**src/rtl/hcd_pkg.sv**
```systemverilog
package hcd_pkg;
  typedef enum logic [2:0] {
    K_EXIT,
    K_SYSPTR,
    K_PUTC,
    K_GETC,
    K_BAD
  } req_kind_t;

  typedef enum logic [1:0] {
    ST_IDLE,
    ST_WRITE,
    ST_READ
  } disp_state_t;

  localparam int DEV_SYS  = 0;
  localparam int DEV_CON  = 1;
  localparam int CMD_CALL = 0;
  localparam int CMD_GET  = 0;
  localparam int CMD_PUT  = 1;
endpackage

```
**src/rtl/hcd_decode.sv**
```systemverilog
module hcd_decode
  import hcd_pkg::*;
#(
  parameter int WORD_W  = 64,
  parameter int FIELD_W = 8
) (
  input  logic [WORD_W-1:0]          req_word,
  output req_kind_t                  kind,
  output logic [2*FIELD_W-1:0]       tag,
  output logic [WORD_W-2*FIELD_W-1:0] payload
);
  localparam int PAY_W = WORD_W - 2*FIELD_W;

  logic [FIELD_W-1:0] dev;
  logic [FIELD_W-1:0] cmd;

  assign dev     = req_word[WORD_W-1 -: FIELD_W];
  assign cmd     = req_word[PAY_W +: FIELD_W];
  assign tag     = req_word[WORD_W-1 -: 2*FIELD_W];
  assign payload = req_word[PAY_W-1:0];

  always_comb begin
    kind = K_BAD;
    if (dev == FIELD_W'(DEV_SYS)) begin
      if (cmd == FIELD_W'(CMD_CALL)) kind = payload[0] ? K_EXIT : K_SYSPTR;
    end else if (dev == FIELD_W'(DEV_CON)) begin
      if (cmd == FIELD_W'(CMD_GET))      kind = K_GETC;
      else if (cmd == FIELD_W'(CMD_PUT)) kind = K_PUTC;
    end
  end
endmodule

```
**src/rtl/hcd_resp_fmt.sv**
```systemverilog
module hcd_resp_fmt #(
  parameter int WORD_W   = 64,
  parameter int FIELD_W  = 8,
  parameter int RESULT_W = 16
) (
  input  logic [2*FIELD_W-1:0] tag,
  input  logic [RESULT_W-1:0]  result,
  output logic [WORD_W-1:0]    word
);
  localparam int GAP_W = WORD_W - 2*FIELD_W - RESULT_W;

  assign word = {tag, {GAP_W{1'b0}}, result};
endmodule

```
**src/rtl/hcd_exit_hold.sv**
```systemverilog
module hcd_exit_hold #(
  parameter int CODE_W = 47
) (
  input  logic              clk,
  input  logic              rst_n,
  input  logic              set,
  input  logic [CODE_W-1:0] code_in,
  output logic              valid,
  output logic [CODE_W-1:0] code
);
  always_ff @(posedge clk) begin
    if (!rst_n) begin
      valid <= 1'b0;
      code  <= '0;
    end else if (set && !valid) begin
      valid <= 1'b1;
      code  <= code_in;
    end
  end
endmodule

```
**src/rtl/host_cmd_dispatch.sv**
```systemverilog
module host_cmd_dispatch
  import hcd_pkg::*;
#(
  parameter int WORD_W   = 64,
  parameter int FIELD_W  = 8,
  parameter int RESULT_W = 16,
  parameter int CHAR_W   = 8
) (
  input  logic                            clk,
  input  logic                            rst_n,
  input  logic                            req_valid,
  input  logic [WORD_W-1:0]               req_word,
  output logic                            busy,
  output logic                            tx_valid,
  input  logic                            tx_ready,
  output logic [CHAR_W-1:0]               tx_data,
  input  logic                            rx_valid,
  input  logic [CHAR_W-1:0]               rx_data,
  output logic                            exit_valid,
  output logic [WORD_W-2*FIELD_W-2:0]     exit_code,
  output logic                            unsupported,
  output logic                            resp_load,
  output logic [WORD_W-1:0]               resp_word
);
  localparam int PAY_W  = WORD_W - 2*FIELD_W;
  localparam int TAG_W  = 2*FIELD_W;
  localparam int CODE_W = PAY_W - 1;
  localparam logic [RESULT_W-1:0] ACK_FLAG = RESULT_W'(1) << CHAR_W;

  req_kind_t          kind;
  logic [TAG_W-1:0]   req_tag;
  logic [PAY_W-1:0]   payload;

  disp_state_t        state_q, state_d;
  logic [TAG_W-1:0]   tag_q, tag_d;
  logic [CHAR_W-1:0]  char_q, char_d;

  logic               accept;
  logic               fire;
  logic               unsup_fire;
  logic               exit_set;
  logic [TAG_W-1:0]   fmt_tag;
  logic [RESULT_W-1:0] fmt_result;
  logic [WORD_W-1:0]  fmt_word;

  hcd_decode #(.WORD_W(WORD_W), .FIELD_W(FIELD_W)) u_decode (
    .req_word (req_word),
    .kind     (kind),
    .tag      (req_tag),
    .payload  (payload)
  );

  hcd_resp_fmt #(.WORD_W(WORD_W), .FIELD_W(FIELD_W), .RESULT_W(RESULT_W)) u_fmt (
    .tag    (fmt_tag),
    .result (fmt_result),
    .word   (fmt_word)
  );

  hcd_exit_hold #(.CODE_W(CODE_W)) u_exit (
    .clk     (clk),
    .rst_n   (rst_n),
    .set     (exit_set),
    .code_in (payload[PAY_W-1:1]),
    .valid   (exit_valid),
    .code    (exit_code)
  );

  assign busy     = (state_q != ST_IDLE);
  assign accept   = req_valid && !busy;
  assign tx_valid = (state_q == ST_WRITE);
  assign tx_data  = char_q;

  always_comb begin
    state_d    = state_q;
    tag_d      = tag_q;
    char_d     = char_q;
    fire       = 1'b0;
    unsup_fire = 1'b0;
    exit_set   = 1'b0;
    fmt_tag    = tag_q;
    fmt_result = '0;
    unique case (state_q)
      ST_IDLE: begin
        fmt_tag = req_tag;
        if (accept) begin
          unique case (kind)
            K_EXIT:   begin fire = 1'b1; exit_set = 1'b1; end
            K_SYSPTR: begin fire = 1'b1; unsup_fire = 1'b1; end
            K_PUTC: begin
              state_d = ST_WRITE;
              tag_d   = req_tag;
              char_d  = payload[CHAR_W-1:0];
            end
            K_GETC: begin
              state_d = ST_READ;
              tag_d   = req_tag;
            end
            default:  fire = 1'b1;
          endcase
        end
      end
      ST_WRITE: begin
        fmt_result = ACK_FLAG | RESULT_W'(char_q);
        if (tx_ready) begin
          fire    = 1'b1;
          state_d = ST_IDLE;
        end
      end
      ST_READ: begin
        fmt_result = ACK_FLAG | RESULT_W'(rx_data);
        if (rx_valid) begin
          fire    = 1'b1;
          state_d = ST_IDLE;
        end
      end
      default: state_d = ST_IDLE;
    endcase
  end

  always_ff @(posedge clk) begin
    if (!rst_n) begin
      state_q     <= ST_IDLE;
      tag_q       <= '0;
      char_q      <= '0;
      resp_load   <= 1'b0;
      resp_word   <= '0;
      unsupported <= 1'b0;
    end else begin
      state_q     <= state_d;
      tag_q       <= tag_d;
      char_q      <= char_d;
      resp_load   <= fire;
      unsupported <= unsup_fire;
      if (fire) resp_word <= fmt_word;
    end
  end
endmodule

```
**config.mk**
```make
export PLATFORM = sky130hd
export DESIGN_NAME = host_cmd_dispatch
export DESIGN_NICKNAME = d
export VERILOG_FILES = /design/src/rtl/hcd_pkg.sv /design/src/rtl/hcd_decode.sv /design/src/rtl/hcd_resp_fmt.sv /design/src/rtl/hcd_exit_hold.sv /design/src/rtl/host_cmd_dispatch.sv
export SDC_FILE = /design/constraint.sdc
export NUM_CORES = 1
export LEC_CHECK = 0
export ABC_AREA = 0
export BUFFER_PORTS_ARGS = -buffer_cell sky130_fd_sc_hd__buf_2
export CORE_MARGIN = 2
export CORE_UTILIZATION = 48
export DETAILED_ROUTE_END_ITERATION = 6
export GPL_TIMING_DRIVEN = 0
export PLACE_DENSITY_LB_ADDON = 0.3
export SYNTH_ARGS = -nofsm -noshare
export SYNTH_HDL_FRONTEND = slang
export SYNTH_SLANG_ARGS = --single-unit
```
**constraint.sdc**
```tcl
create_clock -name clk -period 2.8 [get_ports clk]
set_clock_uncertainty 0.1 [all_clocks]
set_input_delay 0.28 -clock clk [delete_from_list [all_inputs] [get_ports clk]]
set_output_delay 0.28 -clock clk [all_outputs]
set_load 0.05 [all_outputs]
```
==> metrics <==
Initial DRT Pass Iterations 4; worst path arrival time 2700 ps; vias in the first global route 3999; Final Hold Viols 0; overall die area 10400 um2; Pwr Density 491 nW/um2; clock sink count 101; final hold slack 43.2 ps; CTS root buffer clkbuf_8; Comb power frac 14.2%; CP Capture Type flip-flop; Distinct cells, synth 35; top-area cell type share of the netlist area 43.9%; FF-to-FF End resp_word[58]; critical path endpoint resp_word[58]; Placed Instances 821; switching share of power 27.8%; Most used DFF post-synth dfxtp_1; internal power 0.00210 W; Final nets 784; crit-path cells inv_1 -> ha_1 -> clkbuf_1 -> a22oi_1 -> nor2_1 -> clkbuf_1 -> a211oi_1 -> a211oi_1; initial antenna violation count 0; Core Area 9280 um2; htree depth 3; critical path's top delay family buffers and inverters; Setup crit start state_q[1]; Synth Cell Area 4600 um2; Least-Margin Pin Slew 673 ps; final slew viol count 0; synth-to-layout area growth 28.9%; flops & latches, synth 101; Clock power frac 35.7%; total track usage 22.9%; non-filler cells, final 836; die outline width 102 um; die height 102 um; clock buffer depth 2; vias per cell 5.10; CTS clk-pin slew, worst paths 90 ps; post-synthesis sequential area ratio 43.9%; FF-to-FF Start state_q[1]; Critical-path top delay cell clkbuf_1; pin count of the biggest net entering global routing 17; post-layout util 63.9%; Tmin final 2530 ps; setup ws final 273 ps; worst-skew pair later-pin latency 360 ps; Seq pwr share 50.1%; Yosys top cell by area dfxtp_1; Req. time, crit path 2980 ps; vias 4260; average wire per standard cell 14.7 um; MaxCap Viol Count 0; critical path depth in cells 8; row cnt 35; switching pwr 0.000811 W; EDFF count, synth 0; Startpoint Class flip-flop; Iter 0 DRT Violations 165; ys async rst share 0%; crit share post-route 90.3%; WS Path Type reg2reg; first-pass GRT wire length 18.9 mm; Post-Synthesis Cells 493; worst r2r path cells 8; syn avg cell area 9.33 um2; Crit path buffers/inverters 3; top-count cell post-synth nand2_1; hold_buf cts 0; synth cell count leaders nand2_1, dfxtp_1, mux2i_1; status complete, no violations; most area-consuming cells after synthesis dfxtp_1, mux2i_1, nand2_1; TritonCTS buffer count 9; R2R Setup Slk 270 ps; num ports 201; LEAKAGE 2.86 nW; Slew headroom 54.8%; I/O Buffers 161; detailed placement HPWL 9.29 mm; CTS tree built; unrepaired setup endpoints after global routing no; Ys Warns 0; gr ovfl total 0; final setup violation count 0; drt total wl 12.3 mm; min-delay src req_word[0]; Place WS -38.1 ps; Hold Path Class in2reg; max incr delay on CP 450 ps; DRC viols 0; peak supply drop 0.000316 V; GP Congestion 0.876; Critical Path Fanout Max 10; Initial Util 49.6%; Peak Freq 396 MHz; Diodes inserted 0; share of layout cells above drive strength 1 33.7%; Post-DRT Antenna Nets 0; Fin Setup TNS 0 ps
[how the worst min path moves through the flow]
| stage | to | slack (ps) | depth (start not counted) |
|---|---|---|---|
| 5_1_grt | unsupported | 40 | 2 |
| 2_1_floorplan | unsupported | 260 | 1 |
| 4_1_cts | unsupported | 40 | 2 |
| 3_3_place_gp | u_exit.code[26] | 340 | 2 |
| 3_5_place_dp | tag_q[2] | 340 | 1 |
| 6_report | unsupported | 40 | 2 |
[layout make-up]
class,instances,area (um2)
fillers,862,3350
flip-flops and latches,101,2020
clock inverters,5,82.6
inverters,4,15.0
repair buffers,161,806
multi-input cells,349,2250
clock buffers,10,138
well taps,129,161
plain buffers,77,462
[power groups by stage]
stage               clock network [W]  logic, W  registers, W
global placement                    0  0.000404       0.00149
floorplan                           0  0.000244       0.00155
global route                  0.00111  0.000439       0.00146
detailed placement                  0  0.000409       0.00149
CTS                           0.00106  0.000410       0.00146
finish                        0.00104  0.000413       0.00146
[layout by cell type (no fill, tap or decap), types with 2 or more instances in the layout]
master     instances
buf_2            163
nand2_1          107
dfxtp_1          101
mux2i_1           71
buf_4             41
conb_1            39
a211oi_1          32
clkbuf_1          29
and2_1            15
nand3_1           10
clkbuf_8          10
or4b_2             9
a22oi_1            9
o2111ai_1          9
nand4b_1           8
inv_1              4
nor2_1             4
or3_1              4
ha_1               4
or4_4              3
or4_1              3
o211ai_1           3
buf_1              2
buf_6              2
or2_2              2
nor4_1             2
nand4_1            2
o21a_1             2
a31oi_1            2
o21ai_0            2
nand2b_1           2
bufinv_16          2
inv_6              2
[metrics by stage]
step / instance area (um2) / power, W
3_5_place_dp: 5710 / 0.00190
5_1_grt: 5930 / 0.00301
2_1_floorplan: 4740 / 0.00180
4_1_cts: 5930 / 0.00293
6_report: 5930 / 0.00292
3_3_place_gp: 5710 / 0.00190
[sequential cells by signal (all words and copies together) (netlist names)]
| signal | cells |
|---|---|
| resp_load | 1 |
| resp_word | 25 |
| state_q | 2 |
| tag_q | 16 |
| tx_data | 8 |
| u_exit.code | 47 |
| u_exit.valid | 1 |
| unsupported | 1 |
[what timing repair did]
item                       4_1_cts  5_1_grt
setup buffers                    0        0
gates resized for setup          0        2
setup endpoints to repair        0       10
[metal layers]
layer  track usage [%]  share of wire (%)
met3              4.79                6.9
met4              8.72                2.1
met2              39.2                 48
met1              28.3                 43
met5                 0                  0
[kinds of logic after synthesis]
kind of cell	share of synthesized area, %
other	0.0815
AND/OR/NAND/NOR	19.1
multiplexers	15.4
buffers and inverters	10.3
flip-flops	43.9
AO/OA/AOI/OAI	10.0
adder cells (fa/ha/maj)	1.09
No activity file was read; power rests on OpenSTA's default activity.
